### src/rtl/flash_cmd_pkg.sv
`timescale 1ns/1ps
package flash_cmd_pkg;

    localparam int NUM_CMD = 10;

    typedef enum logic [3:0] {
        CMD_RD_ARRAY = 4'd0,
        CMD_ID       = 4'd1,
        CMD_PROG     = 4'd2,
        CMD_CHIP_ER  = 4'd3,
        CMD_SECT_ER  = 4'd4,
        CMD_RD_STAT  = 4'd5,
        CMD_CLR_STAT = 4'd6,
        CMD_ABORT    = 4'd7,
        CMD_PROT     = 4'd8,
        CMD_UNPROT   = 4'd9
    } cmd_e;

    typedef enum logic [1:0] {
        MODE_ARRAY  = 2'b00,
        MODE_ID     = 2'b01,
        MODE_STATUS = 2'b10
    } rmode_e;

    typedef enum logic [2:0] {
        SQ_IDLE,
        SQ_UNL1,
        SQ_UNL2,
        SQ_LONG_A,
        SQ_LONG_B,
        SQ_LONG_C
    } seq_e;

    localparam logic [7:0] OP_UNL1       = 8'hAA;
    localparam logic [7:0] OP_UNL2       = 8'h55;
    localparam logic [7:0] OP_RD_ARRAY   = 8'hF0;
    localparam logic [7:0] OP_ID         = 8'h90;
    localparam logic [7:0] OP_PROG       = 8'hA0;
    localparam logic [7:0] OP_RD_STAT    = 8'h70;
    localparam logic [7:0] OP_CLR_STAT   = 8'h50;
    localparam logic [7:0] OP_ABORT      = 8'hE0;
    localparam logic [7:0] OP_ER_SETUP   = 8'h80;
    localparam logic [7:0] OP_LOCK_SETUP = 8'h60;
    localparam logic [7:0] OP_CHIP       = 8'h10;
    localparam logic [7:0] OP_SECTOR     = 8'h30;
    localparam logic [7:0] OP_LOCK       = 8'h20;
    localparam logic [7:0] OP_UNLOCK     = 8'h40;

endpackage

### src/rtl/cmd_seq_tracker.sv
`timescale 1ns/1ps
module cmd_seq_tracker
    import flash_cmd_pkg::*;
#(
    parameter int ADDR_W = 20,
    parameter int DATA_W = 16,
    parameter int CMP_W  = 15,
    parameter int SECT_W = 5,
    parameter logic [CMP_W-1:0] UNLOCK_A = 15'h5555,
    parameter logic [CMP_W-1:0] UNLOCK_B = 15'h2AAA
) (
    input  logic              clk,
    input  logic              rst_n,
    input  logic              wr_en,
    input  logic [ADDR_W-1:0] wr_addr,
    input  logic [DATA_W-1:0] wr_data,
    output logic              hit,
    output cmd_e              hit_cmd,
    output logic [SECT_W-1:0] hit_sector
);

    typedef struct packed {
        seq_e state;
        logic lock_kind;
    } trk_t;

    trk_t trk_d, trk_q;

    logic [CMP_W-1:0] lo_addr;
    logic [7:0]       op_byte;
    logic             at_a, at_b, restart;
    logic             unused_hi;

    assign lo_addr   = wr_addr[CMP_W-1:0];
    assign op_byte   = wr_data[7:0];
    assign unused_hi = ^wr_data[DATA_W-1:8];
    assign at_a      = (lo_addr == UNLOCK_A);
    assign at_b      = (lo_addr == UNLOCK_B);
    assign restart   = at_a && (op_byte == OP_UNL1);

    always_comb begin
        trk_d      = trk_q;
        hit        = 1'b0;
        hit_cmd    = CMD_RD_ARRAY;
        hit_sector = wr_addr[ADDR_W-1 -: SECT_W];
        if (wr_en) begin
            trk_d.state = restart ? SQ_UNL1 : SQ_IDLE;
            case (trk_q.state)
                SQ_IDLE: ;
                SQ_UNL1: begin
                    if (at_b && op_byte == OP_UNL2) trk_d.state = SQ_UNL2;
                end
                SQ_UNL2: begin
                    if (at_a) begin
                        case (op_byte)
                            OP_RD_ARRAY: begin hit = 1'b1; hit_cmd = CMD_RD_ARRAY; end
                            OP_ID:       begin hit = 1'b1; hit_cmd = CMD_ID;       end
                            OP_PROG:     begin hit = 1'b1; hit_cmd = CMD_PROG;     end
                            OP_RD_STAT:  begin hit = 1'b1; hit_cmd = CMD_RD_STAT;  end
                            OP_CLR_STAT: begin hit = 1'b1; hit_cmd = CMD_CLR_STAT; end
                            OP_ABORT:    begin hit = 1'b1; hit_cmd = CMD_ABORT;    end
                            OP_ER_SETUP: begin
                                trk_d.state     = SQ_LONG_A;
                                trk_d.lock_kind = 1'b0;
                            end
                            OP_LOCK_SETUP: begin
                                trk_d.state     = SQ_LONG_A;
                                trk_d.lock_kind = 1'b1;
                            end
                            default: ;
                        endcase
                    end
                end
                SQ_LONG_A: begin
                    if (restart) trk_d.state = SQ_LONG_B;
                end
                SQ_LONG_B: begin
                    if (at_b && op_byte == OP_UNL2) trk_d.state = SQ_LONG_C;
                end
                SQ_LONG_C: begin
                    if (!trk_q.lock_kind) begin
                        if (at_a && op_byte == OP_CHIP) begin
                            hit = 1'b1; hit_cmd = CMD_CHIP_ER;
                        end else if (op_byte == OP_SECTOR) begin
                            hit = 1'b1; hit_cmd = CMD_SECT_ER;
                        end
                    end else begin
                        if (op_byte == OP_LOCK) begin
                            hit = 1'b1; hit_cmd = CMD_PROT;
                        end else if (op_byte == OP_UNLOCK) begin
                            hit = 1'b1; hit_cmd = CMD_UNPROT;
                        end
                    end
                end
                default: trk_d.state = SQ_IDLE;
            endcase
        end
    end

    always_ff @(posedge clk) begin
        if (!rst_n) begin
            trk_q.state     <= SQ_IDLE;
            trk_q.lock_kind <= 1'b0;
        end else begin
            trk_q <= trk_d;
        end
    end

    // without a write strobe the sequence position holds
    a_r12_hold_without_write: assert property (@(posedge clk) disable iff (!rst_n)
        !wr_en |=> (trk_q.state == $past(trk_q.state)));

    // the second preamble is reachable only from the setup step
    a_r4_long_entry: assert property (@(posedge clk) disable iff (!rst_n)
        (trk_q.state == SQ_LONG_A) |->
            ($past(trk_q.state) == SQ_UNL2 || $past(trk_q.state) == SQ_LONG_A));

endmodule

### src/rtl/cmd_gate.sv
`timescale 1ns/1ps
module cmd_gate
    import flash_cmd_pkg::*;
#(
    parameter int SECT_W = 5
) (
    input  logic               clk,
    input  logic               rst_n,
    input  logic               busy,
    input  logic               hit,
    input  cmd_e               hit_cmd,
    input  logic [SECT_W-1:0]  hit_sector,
    output logic               accept,
    output logic [NUM_CMD-1:0] req,
    output logic [SECT_W-1:0]  req_sector
);

    typedef struct packed {
        logic [NUM_CMD-1:0] req;
        logic [SECT_W-1:0]  sect;
    } gate_t;

    gate_t gate_d, gate_q;

    logic               sect_ok, is_lock, busy_ok, takes_sect;
    logic [NUM_CMD-1:0] onehot;

    assign sect_ok    = (&hit_sector) || (~|hit_sector);
    assign is_lock    = (hit_cmd == CMD_PROT) || (hit_cmd == CMD_UNPROT);
    assign busy_ok    = !busy || (hit_cmd == CMD_RD_STAT) || (hit_cmd == CMD_ABORT);
    assign takes_sect = is_lock || (hit_cmd == CMD_SECT_ER);
    assign accept     = hit && busy_ok && (!is_lock || sect_ok);

    for (genvar g = 0; g < NUM_CMD; g++) begin : g_req
        assign onehot[g] = accept && (hit_cmd == cmd_e'(g));
    end

    always_comb begin
        gate_d     = gate_q;
        gate_d.req = onehot;
        if (accept && takes_sect) gate_d.sect = hit_sector;
    end

    always_ff @(posedge clk) begin
        if (!rst_n) begin
            gate_q.req  <= '0;
            gate_q.sect <= '0;
        end else begin
            gate_q <= gate_d;
        end
    end

    assign req        = gate_q.req;
    assign req_sector = gate_q.sect;

    // at most one request at a time
    a_r11_onehot: assert property (@(posedge clk) disable iff (!rst_n)
        $onehot0(gate_q.req));

    // a request lasts exactly one cycle
    a_r11_single_pulse: assert property (@(posedge clk) disable iff (!rst_n)
        (|gate_q.req) |=> !(|gate_q.req));

    // while busy only status read and abort get through
    a_r8_busy_filter: assert property (@(posedge clk) disable iff (!rst_n)
        ((|gate_q.req) && $past(busy)) |->
            (gate_q.req[CMD_RD_STAT] || gate_q.req[CMD_ABORT]));

    // protect requests carry only an end sector
    a_r6_lock_sector: assert property (@(posedge clk) disable iff (!rst_n)
        (gate_q.req[CMD_PROT] || gate_q.req[CMD_UNPROT]) |->
            ((&gate_q.sect) || (~|gate_q.sect)));

endmodule

### src/rtl/read_mode_reg.sv
`timescale 1ns/1ps
module read_mode_reg
    import flash_cmd_pkg::*;
(
    input  logic   clk,
    input  logic   rst_n,
    input  logic   accept,
    input  cmd_e   cmd,
    output rmode_e mode
);

    rmode_e mode_d, mode_q;

    always_comb begin
        mode_d = mode_q;
        if (accept) begin
            case (cmd)
                CMD_RD_ARRAY: mode_d = MODE_ARRAY;
                CMD_ID:       mode_d = MODE_ID;
                CMD_CLR_STAT: mode_d = mode_q;
                default:      mode_d = MODE_STATUS;
            endcase
        end
    end

    always_ff @(posedge clk) begin
        if (!rst_n) mode_q <= MODE_ARRAY;
        else        mode_q <= mode_d;
    end

    assign mode = mode_q;

    // only the three defined encodings appear
    a_r10_legal_mode: assert property (@(posedge clk) disable iff (!rst_n)
        mode_q != 2'b11);

endmodule

### src/rtl/flash_cmd_decoder.sv
`timescale 1ns/1ps
module flash_cmd_decoder
    import flash_cmd_pkg::*;
#(
    parameter int ADDR_W = 20,
    parameter int DATA_W = 16,
    parameter int CMP_W  = 15,
    parameter int SECT_W = 5,
    parameter logic [CMP_W-1:0] UNLOCK_A = 15'h5555,
    parameter logic [CMP_W-1:0] UNLOCK_B = 15'h2AAA
) (
    input  logic               clk,
    input  logic               rst_n,
    input  logic               wr_en,
    input  logic [ADDR_W-1:0]  wr_addr,
    input  logic [DATA_W-1:0]  wr_data,
    input  logic               wsm_busy,
    output logic [NUM_CMD-1:0] req,
    output logic [SECT_W-1:0]  req_sector,
    output logic [1:0]         read_mode
);

    logic              hit, accept;
    cmd_e              hit_cmd;
    logic [SECT_W-1:0] hit_sector;
    rmode_e            mode;

    cmd_seq_tracker #(
        .ADDR_W(ADDR_W), .DATA_W(DATA_W), .CMP_W(CMP_W), .SECT_W(SECT_W),
        .UNLOCK_A(UNLOCK_A), .UNLOCK_B(UNLOCK_B)
    ) u_trk (
        .clk(clk), .rst_n(rst_n), .wr_en(wr_en), .wr_addr(wr_addr),
        .wr_data(wr_data), .hit(hit), .hit_cmd(hit_cmd), .hit_sector(hit_sector)
    );

    cmd_gate #(.SECT_W(SECT_W)) u_gate (
        .clk(clk), .rst_n(rst_n), .busy(wsm_busy), .hit(hit), .hit_cmd(hit_cmd),
        .hit_sector(hit_sector), .accept(accept), .req(req), .req_sector(req_sector)
    );

    read_mode_reg u_mode (
        .clk(clk), .rst_n(rst_n), .accept(accept), .cmd(hit_cmd), .mode(mode)
    );

    assign read_mode = mode;

    // the read path moves only together with an issued request
    a_r10_mode_with_req: assert property (@(posedge clk) disable iff (!rst_n)
        (read_mode != $past(read_mode)) |-> (|req));

endmodule

### config.mk
export PLATFORM = sky130hd
export DESIGN_NAME = flash_cmd_decoder
export DESIGN_NICKNAME = d
export VERILOG_FILES = /design/src/rtl/flash_cmd_pkg.sv /design/src/rtl/cmd_seq_tracker.sv /design/src/rtl/cmd_gate.sv /design/src/rtl/read_mode_reg.sv /design/src/rtl/flash_cmd_decoder.sv
export SDC_FILE = /design/constraint.sdc
export NUM_CORES = 1
export LEC_CHECK = 0
export ABC_AREA = 1
export BUFFER_PORTS_ARGS = -buffer_cell sky130_fd_sc_hd__buf_4
export CAP_MARGIN = 0
export CORE_MARGIN = 1.5
export CORE_UTILIZATION = 53
export DETAILED_ROUTE_END_ITERATION = 10
export PLACE_DENSITY = 0.9
export SLEW_MARGIN = 20
export SYNTH_ARGS = -nofsm -noshare
export SYNTH_HDL_FRONTEND = slang
export SYNTH_SLANG_ARGS = --single-unit
### constraint.sdc
create_clock -name clk -period 2.5 [get_ports clk]
set_input_delay 0 -clock clk [delete_from_list [all_inputs] [get_ports clk]]
set_output_delay 0 -clock clk [all_outputs]
set_load 0.01 [all_outputs]
==> reports/results.txt, run 1 <==
Core ar.: 2730 sq um
Mux cell area share after synthesis: 0%
Maximum clock path buffer count: 2
Root Buffer: clkbuf_4
Crit end category: flip-flop
Crit Path Category: reg -> reg
Drc violations: 0
Row cnt: 19
Met3 routed WL: 126 microns
DRT antenna net count: 0
Total number of vias: 1700
Hold_ws: 0.0804 ns
Post-synthesis cell count: 238
Worst path required time: 2.75 ns
Reg clk slew, reported paths: 0.11 ns
PwrDens: 291 nW/um^2
Hpwl dp: 2800 microns
Post-synthesis xor/xnor area fraction: 0%
Fill count: 213
Hold Fails Final Rpt: 0
Status: finished clean
Gr usage total: 24.3%
Fin crit share: 95.2%
Average wire per standard cell: 11.2 microns
IO Port Bufs: 48
Initial DRC count: 64
Power Total: 592 uW
Die Height: 56.5 microns
Fin Setup TNS: 0 ns
Worst EP arrival: 2.63 ns
N_diodes: 0
Compound-Gate Fraction of Synth Area: 7.84%
Vias in the first global route: 1619
Leading area contributor after synthesis: dfxtp_1
Initial antenna violation count: 0
CTS tree: done
Placed Cells incl. Taps: 315
Worst Skew: 0.00235 ns
Largest net degree at the start of global routing: 12
Average cell area after synthesis: 6.37 sq um
Seq/Total Area, Yosys: 27.7%
Leak pwr: 1.06 nW
Top Ports: 57
Most frequent cells in the layout: nand2_1 (57), buf_4 (48), nor2_1 (39), inv_1 (25), dfxtp_1 (20)
Worst-Skew Late Latency: 0.30 ns
Die Wd: 56.5 microns
Yosys cell types: 24
Ratio of cells with drive above 1 in the final layout: 33.1%
Largest family of logic cells by synthesized area: simple AND/OR/NAND/NOR gates
Peak supply drop: 0.479 mV
Area share of the largest cell type after synthesis: 27.7%
Post-CTS Setup Bufs: 0
Top cells by area, synth: dfxtp_1 (28%), nand2_1 (14%), nor2_1 (9.9%), inv_1 (6.2%), nand3_2 (5.3%)
DP Area: 1890 sq um
Post-Route M1 WL: 1550 microns
RSZ-0062 raised after global routing: no
Period minus WS final: 2.38 ns
# nets final: 340
Worst Hold Class: in -> reg
# setup viols final: 0
Die ar.: 3190 sq um
FMAX: 420 MHz
Crit Path Max Fanout: 10
Final WL: 3710 microns
Initial Util: 55.4%
# clock sinks: 21
Layout Cells excl Fill: 330
Synth warn: 0
Number of vias per cell: 5.15
Post-Synth Simple-Gate Area: 54.0%
Slew Viols, Final: 0
First-pass GRT wire length: 6240 microns
DR WL met2: 1970 microns
Tightest Pin Transition: 0.363 ns
Area delta synth->final: 34.1%
Post-layout instance area: 2030 sq um
Mapped Nets: 278
GP Congestion: 0.811
Total gr overflow: 0
Synth Register Bits: 21
TritonCTS Buffers: 3
Most common cell after layout, fill and taps aside: nand2_1
Top Metal Used: met4
Mapped cell area: 1520 sq um
Startpoint Class: flip-flop
Max transition margin: 75.5%
H-Tree Depth: 1
Adder-cell share of the synthesized area: 0%
MaxCap Viol Count: 0
Detailed Routing Iterations Pass 1: 4
## cell families (layout without fill, tap and decap cells)
group / count (synthesis) / count (layout)
AO/OA/AOI/OAI: 22 / 22
buffers and inverters: 38 / 99
flip-flops: 21 / 21
AND/OR/NAND/NOR: 157 / 157
## metrics by stage
step           setup slack [ns]  utilization, %
2_1_floorplan             0.961               -
3_3_place_gp              0.812            69.2
3_5_place_dp              0.715            69.2
4_1_cts                   0.165            74.2
5_1_grt                 0.00214            74.3
6_report                  0.119            74.3
## what timing repair did
item | 4_1_cts | 5_1_grt
setup endpoints to repair | 0 | 3
hold buffers | 11 | 0
hold endpoints to repair | 6 | 0
resized for setup | 0 | 2
## cell type report
cell class	instances	area [sq um]	area share, %
repair buffers	59	470	23.2
flip-flops and latches	21	422	20.8
multi-input cells	179	940	46.2
well taps	31	38.8	1.91
inverters	36	135	6.65
clock buffers	4	26.3	1.29
## power breakdown
part / switching (mW) / internal, mW / total, mW
Sequential: 0.00000000234 / 0.334 / 0.334
Clock: 0.0953 / 0.0622 / 0.157
Combinational: 0.0503 / 0.0500 / 0.100
Total: 0.146 / 0.447 / 0.592
## cell usage after synthesis (all sizes together)
cell,count
nor3b,1
nand3,17
dfxtp,21
and2,2
buf,2
nor2,45
o21ai,10
nor4,5
nand2,70
nor3,12
a21oi,10
a31oi,2
inv,36
nand4,5
## layer usage
layer  vias to the layer above  track usage (%)
met5                         -                0
met4                         0             8.84
met3                        10             5.99
met2                        40             45.7
met1                       768             25.7
li1                        882                -
## sequential cells by signal (all words and copies together) (netlist names)
| register | cells |
|---|---|
| u_gate.req_sector | 5 |
| u_trk.trk_q | 4 |
| u_mode.mode | 2 |
| u_gate.req | 10 |
## final timing paths
| path | endpoint | start | slack, ns | cells past startpoint |
|---|---|---|---|---|
| setup reg to reg | u_gate.req_sector[2]$_SDFFE_PN0P_ | u_trk.trk_q[3]$_SDFFE_PN0P_ | 0.12 | 12 |
| setup / recovery | u_gate.req_sector[2]$_SDFFE_PN0P_ | u_trk.trk_q[3]$_SDFFE_PN0P_ | 0.12 | 12 |
| hold reg to reg | u_trk.trk_q[2]$_SDFFE_PN0P_ | u_trk.trk_q[2]$_SDFFE_PN0P_ | 0.50 | 2 |
| hold / removal | u_gate.req[8]$_SDFF_PN0_ | wr_en | 0.08 | 4 |
## critical path, cell delays in order (launching register included)
cell	delay, ns
dfxtp_1	0.37
inv_2	0.10
nand3_1	0.19
nor2_8	0.18
nand2_2	0.07
nand3_2	0.10
a31oi_2	0.12
nor2_4	0.23
nand2_4	0.13
nand2_1	0.11
nand2_1	0.08
nor2_1	0.10
dlygate4sd3_1	0.55
No activity file was read; power rests on OpenSTA's default activity.
==> run 2, diff against run 1 <==
--- a/config.mk
+++ b/config.mk
@@ -5,12 +5,12 @@
 export SDC_FILE = /design/constraint.sdc
 export NUM_CORES = 1
 export LEC_CHECK = 0
-export ABC_AREA = 1
 export BUFFER_PORTS_ARGS = -buffer_cell sky130_fd_sc_hd__buf_4
 export CAP_MARGIN = 0
 export CORE_MARGIN = 1.5
-export CORE_UTILIZATION = 53
+export CORE_UTILIZATION = 51
 export DETAILED_ROUTE_END_ITERATION = 10
+export HOLD_SLACK_MARGIN = 0.15
 export PLACE_DENSITY = 0.9
 export SLEW_MARGIN = 20
 export SYNTH_ARGS = -nofsm -noshare
==> reports/results.txt, run 2 <==
CP most frequent cell: nand2_1
Yosys cell types: 52
Final WL: 4270 microns
Post-layout instance area: 1940 sq um
Crit end category: flip-flop
Area delta synth->final: 45.5%
Leak pwr: 0.737 nW
Post-synth EDFFs: 0
Top Ports: 57
Total number of vias: 1651
Crit Path Max Fanout: 7
Average cell area after synthesis: 8.15 sq um
DP Area: 1730 sq um
Ratio of cells with drive above 1 in the final layout: 30.6%
Pre-CTS setup slack: 0.139 ns
Worst Hold Class: in -> reg
Largest reg by FF count: u_gate.req
Synth warn: 0
N_diodes: 0
Critical path buffer and inverter count: 1
MaxCap Viol Count: 0
GP Congestion: 0.888
Period minus WS final: 2.40 ns
Vias in the first global route: 1454
Top cells by area, synth: dfxtp_1 (31%), nor4bb_1 (5.2%), nor2_1 (4.8%), nand4_1 (4.7%), nand2_1 (4.5%)
Worst EP arrival: 2.65 ns
Fin crit share: 96.0%
Initial Util: 53.9%
Worst path required time: 2.75 ns
Largest net degree at the start of global routing: 15
Row cnt: 18
Detailed Routing Iterations Pass 1: 5
Maximum clock path buffer count: 2
Grt met3 use: 5.56%
Startpoint Class: flip-flop
Post-synthesis xor/xnor area fraction: 1.31%
Fill count: 152
Hold Fails Final Rpt: 0
Tightest Pin Transition: 0.569 ns
Seq/Total Area, Yosys: 31.5%
Drc violations: 0
CP delay by family, top: simple AND/OR/NAND/NOR gates
Root Buffer: clkbuf_4
Leading area contributor after synthesis: dfxtp_1
Post-Synth Simple-Gate Area: 41.2%
Slowest CP cell: nor4b_1
Reg clk slew, reported paths: 0.12 ns
Hpwl dp: 2790 microns
GRT met1 Usage: 35.5%
Crit-path cells: buf_4, and4bb_2, nand2_1, nor4b_1, nand2_1, a21oi_4, mux2i_1
Routing usage on met2: 56.2%
Fin util: 78.5%
Die Height: 54.2 microns
Peak supply drop: 0.342 mV
Most common cell after layout, fill and taps aside: buf_4
IO Port Bufs: 48
Gr busiest metal: met2
Initial DRC count: 72
Average wire per standard cell: 16.5 microns
Compound-Gate Fraction of Synth Area: 18.2%
Hold_ws: 0.167 ns
Status: finished clean
Final worst slack: 0.0988 ns
# clock sinks: 21
Synth Register Bits: 21
Asr flop ratio synth: 0%
Mapped Nets: 204
Multi-input logic area: 891 sq um
Dominant synthesized flop cell: dfxtp_1
Most frequent cells in the layout: buf_4 (52), dfxtp_1 (19), nor2_1 (17), nand2_1 (16), dlygate4sd3_1 (16)
Largest family of logic cells by synthesized area: simple AND/OR/NAND/NOR gates
Cell with the most instances after synthesis: dfxtp_1
Area share of the largest cell type after synthesis: 31.5%
Mapped cell area: 1340 sq um
Gr usage total: 30.8%
TritonCTS Buffers: 3
Core ar.: 2480 sq um
Max transition margin: 61.7%
H-Tree Depth: 1
List of most frequent post-synthesis cells: dfxtp_1 (21), nor2_1 (17), nand2_1 (16)
Max reg flops: 10
Number of vias per cell: 6.37
CTS tree: done
Mux cell area share after synthesis: 4.59%
DRT antenna net count: 0
Die ar.: 2940 sq um
PwrDens: 321 nW/um^2
Worst Skew: 0.00322 ns
FMAX: 416 MHz
Die Wd: 54.2 microns
Post-synthesis cell count: 164
Adder-cell share of the synthesized area: 0%
Worst-Skew Late Latency: 0.31 ns
Initial antenna violation count: 0
Total gr overflow: 0
First-pass GRT wire length: 6600 microns
# nets final: 270
Slew Viols, Final: 0
Max incr delay on CP: 0.53 ns
# setup viols final: 0
Storage element area: 423 sq um
Crit Path Category: reg -> reg
run 2: timing repair:
item	CTS	global route
hold buffers	16	0
setup endpoints to repair	0	16
gates resized for setup	0	5
endpoints found under the hold margin	19	0
buffers inserted	0	1
run 2: final timing paths:
kind / from / to / slack, ns / cells after the start
worst min-delay path: wr_data[4] / u_trk.trk_q[0]$_SDFFE_PN0P_ / 0.17 / 4
worst max-delay path: u_trk.trk_q[2]$_SDFFE_PN0P_ / u_gate.req_sector[2]$_SDFFE_PN0P_ / 0.1 / 7
worst min register to register: u_gate.req_sector[0]$_SDFFE_PN0P_ / u_gate.req_sector[0]$_SDFFE_PN0P_ / 0.48 / 2
worst max register to register: u_trk.trk_q[2]$_SDFFE_PN0P_ / u_gate.req_sector[2]$_SDFFE_PN0P_ / 0.1 / 7
run 2: cells by family (layout without fill, tap and decap cells):
| logic type | after synthesis | after routing |
|---|---|---|
| AO/OA/AOI/OAI | 36 | 36 |
| multiplexers | 6 | 6 |
| flip-flops | 21 | 21 |
| AND/OR/NAND/NOR | 88 | 88 |
| XOR/XNOR | 2 | 2 |
| buffers and inverters | 11 | 76 |
run 2: per-stage QoR:
stage,cells,power (mW),setup TNS (ns)
2_1_floorplan,164,0.386,0
3_3_place_gp,238,0.434,0
3_5_place_dp,238,0.440,0
4_1_cts,258,0.619,0
5_1_grt,259,0.650,-0.0264
6_report,259,0.624,0
run 2: cell type report:
type / count / area share [%]
sequential: 21 / 21.8
tap: 30 / 1.93
timing repair buffer: 68 / 28.3
clock inverter: 1 / 0.257
clock buffer: 3 / 1.16
inverter: 4 / 0.772
multi-input combinational: 132 / 45.8
run 2: tightest hold or removal path, stage by stage:
cell,delay [ns]
buf_4,0.15
nand4b_1,0.14
or3_1,0.10
a21oi_1,0.05
run 2: report_power, final:
| group | internal (mW) | switching (mW) | leakage [nW] |
|---|---|---|---|
| clock network | 0.0599 | 0.108 | 0.0177 |
| logic | 0.0673 | 0.0517 | 0.549 |
| registers | 0.335 | 0.00199 | 0.170 |
run 2: routing by layer:
| metal | routed length, microns | share of wire [%] | vias up |
|---|---|---|---|
| met4 | 136 | 3.2 | 0 |
| met5 | 0 | 0 | - |
| li1 | - | - | 760 |
| met2 | 2210 | 52 | 113 |
| met3 | 311 | 7.3 | 22 |
| met1 | 1600 | 38 | 756 |
==> run 3, diff against run 2 <==
--- a/config.mk
+++ b/config.mk
@@ -8,11 +8,12 @@
 export BUFFER_PORTS_ARGS = -buffer_cell sky130_fd_sc_hd__buf_4
 export CAP_MARGIN = 0
 export CORE_MARGIN = 1.5
-export CORE_UTILIZATION = 51
+export CORE_UTILIZATION = 53
 export DETAILED_ROUTE_END_ITERATION = 10
 export HOLD_SLACK_MARGIN = 0.15
 export PLACE_DENSITY = 0.9
 export SLEW_MARGIN = 20
 export SYNTH_ARGS = -nofsm -noshare
 export SYNTH_HDL_FRONTEND = slang
+export SYNTH_HIERARCHICAL = 1
 export SYNTH_SLANG_ARGS = --single-unit
==> reports/results.txt, run 3 <==
Drc violations: 0
Placed Cells incl. Taps: 257
Peak supply drop: 0.340 mV
Reg2reg end: u_mode/mode[0]$_SDFFE_PN0P_
RR Startpoint: u_trk/trk_q[1]$_SDFFE_PN0P_
Hold Startpoint: wr_data[4]
Status: finished clean
Hold Fails Final Rpt: 0
Initial Util: 55.2%
Root Buffer: clkbuf_4
Final worst slack: 0.0946 ns
Detailed Routing Iterations Pass 1: 4
Top cells by area, synth: dfxtp_1 (28%), nand2_1 (4.7%), nor2_1 (3.7%), and4bb_2 (3.3%), a32oi_1 (2.9%)
Crit end category: flip-flop
Area share of the largest cell type after synthesis: 27.9%
CTS tree: done
MaxCap Viol Count: 0
Row cnt: 19
Top Ports: 57
Largest net degree at the start of global routing: 26
Fin crit share: 96.2%
GRT met1 Usage: 31.7%
Gr usage total: 25.1%
Power Internal: 452 uW
Gr busiest metal: met2
Cell with the most instances after synthesis: dfxtp_1
Reg clk slew, reported paths: 0.11 ns
# nets final: 283
Die Wd: 56.4 microns
Dominant synthesized flop cell: dfxtp_1
Die Height: 56.4 microns
Worst Skew: 0.00796 ns
Sw Share: 24.6%
Hold path cells: 3
List of most frequent post-synthesis cells: dfxtp_1 (21), nand2_1 (19), nor2_1 (15)
Initial DRC count: 69
Worst EP arrival: 2.65 ns
Synth Register Bits: 21
IO Port Bufs: 48
Asr flop ratio synth: 0%
# setup viols final: 0
# clock sinks: 21
Total number of vias: 1660
Maximum clock path buffer count: 2
DRT antenna net count: 0
Logic pwr share: 17.8%
Ratio of cells with drive above 1 in the final layout: 40.5%
Post-synthesis cell count: 181
Sequential share of power: 55.6%
Most common cell after layout, fill and taps aside: buf_4
Leak pwr: 0.851 nW
NetSw: 148 uW
Period minus WS final: 2.41 ns
N_diodes: 0
PwrDens: 284 nW/um^2
Hold worst-path end: u_trk/trk_q[1]$_SDFFE_PN0P_
DP Area: 1940 sq um
Hpwl dp: 2760 microns
Leading area contributor after synthesis: dfxtp_1
Grt met3 use: 3.69%
Crit Path Category: reg -> reg
Initial antenna violation count: 0
Crit Path Max Fanout: 6
TritonCTS Buffers: 3
Tightest Pin Transition: 0.621 ns
Largest reg by FF count: u_gate/req
Average cell area after synthesis: 8.34 sq um
Average wire per standard cell: 14.2 microns
Worst path required time: 2.74 ns
Worst Hold Class: in -> reg
Number of vias per cell: 6.08
Synth warn: 6
Worst-Skew Late Latency: 0.31 ns
Fin util: 77.3%
Clock Power Share: 26.6%
Fill count: 194
Startpoint Class: flip-flop
Routing usage on met2: 43.7%
Yosys cell types: 57
FMAX: 416 MHz
Final WL: 3870 microns
Max reg flops: 10
Seq/Total Area, Yosys: 27.9%
Die ar.: 3180 sq um
Power Total: 599 uW
Post-layout instance area: 2110 sq um
Most frequent cells in the layout: buf_4 (62), nand2_1 (19), dfxtp_1 (17), nor2_1 (12), dlygate4sd3_1 (10)
First-pass GRT wire length: 6590 microns
Total gr overflow: 0
H-Tree Depth: 1
GP Congestion: 0.850
Reg2Reg Depth: 10
Slew Viols, Final: 0
Core ar.: 2730 sq um
Mapped Nets: 221
Pre-CTS setup slack: -0.0544 ns
Vias in the first global route: 1576
Mapped cell area: 1510 sq um
Area delta synth->final: 40.0%
Post-synth EDFFs: 0
Worst reg2reg setup slack: 0.09 ns
Layout Cells excl Fill: 273
Max transition margin: 58.4%
-- run 3: changes by cell type in the layout (fill, tap and decap cells not counted), moves of 4 or more --
cell           change
nor2_1             -5
nor3b_1            -4
o221ai_1           +5
a32oi_1            +4
nand2b_1           +4
nor4bb_1           -6
dlygate4sd3_1      -6
buf_4             +10
-- run 3: critical path: stages, from the launching register on --
cell	delay, ns
dfxtp_2	0.36
nor2_2	0.15
nand3_1	0.12
or2_4	0.27
a2bb2oi_1	0.16
nor2_2	0.11
buf_4	0.15
nor3b_2	0.05
a221oi_2	0.28
or4b_4	0.51
o22ai_2	0.18
-- run 3: cells by family after synthesis --
kind of cell	synth area share, %
AOI/OAI and AO/OA	20.6
xor gates and xnor gates	0.581
buffers and inverters	7.30
DFF	27.9
muxes	2.07
and+or+nand+nor	41.5
-- run 3: worst max path at each step --
stage / slack [ns] / depth (start not counted) / startpoint / end
after floorplan: 0.002 / 9 / u_trk/trk_q[3]$_SDFFE_PN0P_ / u_mode/mode[1]$_SDFFE_PN0P_
after global placement: 0.03 / 11 / wr_data[0] / u_mode/mode[1]$_SDFFE_PN0P_
after detailed placement: -0.05 / 11 / wr_data[0] / u_mode/mode[1]$_SDFFE_PN0P_
after CTS: 0.001 / 9 / u_trk/trk_q[3]$_SDFFE_PN0P_ / u_mode/mode[0]$_SDFFE_PN0P_
after global routing: -0.001 / 10 / u_trk/trk_q[1]$_SDFFE_PN0P_ / u_mode/mode[0]$_SDFFE_PN0P_
final: 0.09 / 10 / u_trk/trk_q[1]$_SDFFE_PN0P_ / u_mode/mode[0]$_SDFFE_PN0P_
-- run 3: layout make-up --
| class | count | area [sq um] | share of cell area [%] |
|---|---|---|---|
| Multi-Input combinational cell | 139 | 1030 | 48.8 |
| Timing Repair Buffer | 72 | 566 | 26.8 |
| Sequential cell | 21 | 428 | 20.2 |
| Tap cell | 31 | 38.8 | 1.84 |
| Clock buffer | 3 | 22.5 | 1.07 |
| Inverter | 6 | 22.5 | 1.07 |
| Clock inverter | 1 | 5.00 | 0.237 |
-- run 3: power by group through the flow --
stage,Combinational (mW),Sequential [mW],Clock (mW)
2_1_floorplan,0.0440,0.342,0
3_3_place_gp,0.0900,0.342,0
3_5_place_dp,0.0920,0.342,0
4_1_cts,0.102,0.334,0.166
5_1_grt,0.115,0.333,0.175
6_report,0.107,0.333,0.160
-- run 3: layer usage --
metal | up-vias | wire, microns
met5 | - | 0
met4 | 0 | 49
met3 | 8 | 202
met2 | 64 | 1920
met1 | 772 | 1710
li1 | 816 | -
-- run 3: stage by stage --
| step | hold WS [ns] | setup TNS [ns] |
|---|---|---|
| final | 0.207 | 0 |
| after global routing | 0.224 | -0.00123 |
| after CTS | 0.199 | 0 |
| after detailed placement | 0.286 | -0.0973 |
| after global placement | 0.274 | 0 |
| after floorplan | 0.131 | 0 |
-- run 3: timing repair --
item,in CTS,in global routing
buffers inserted,0,2
hold buffers,10,0
endpoints found under the hold margin,13,0
gates resized for setup,0,9
endpoints found under the setup margin,0,7
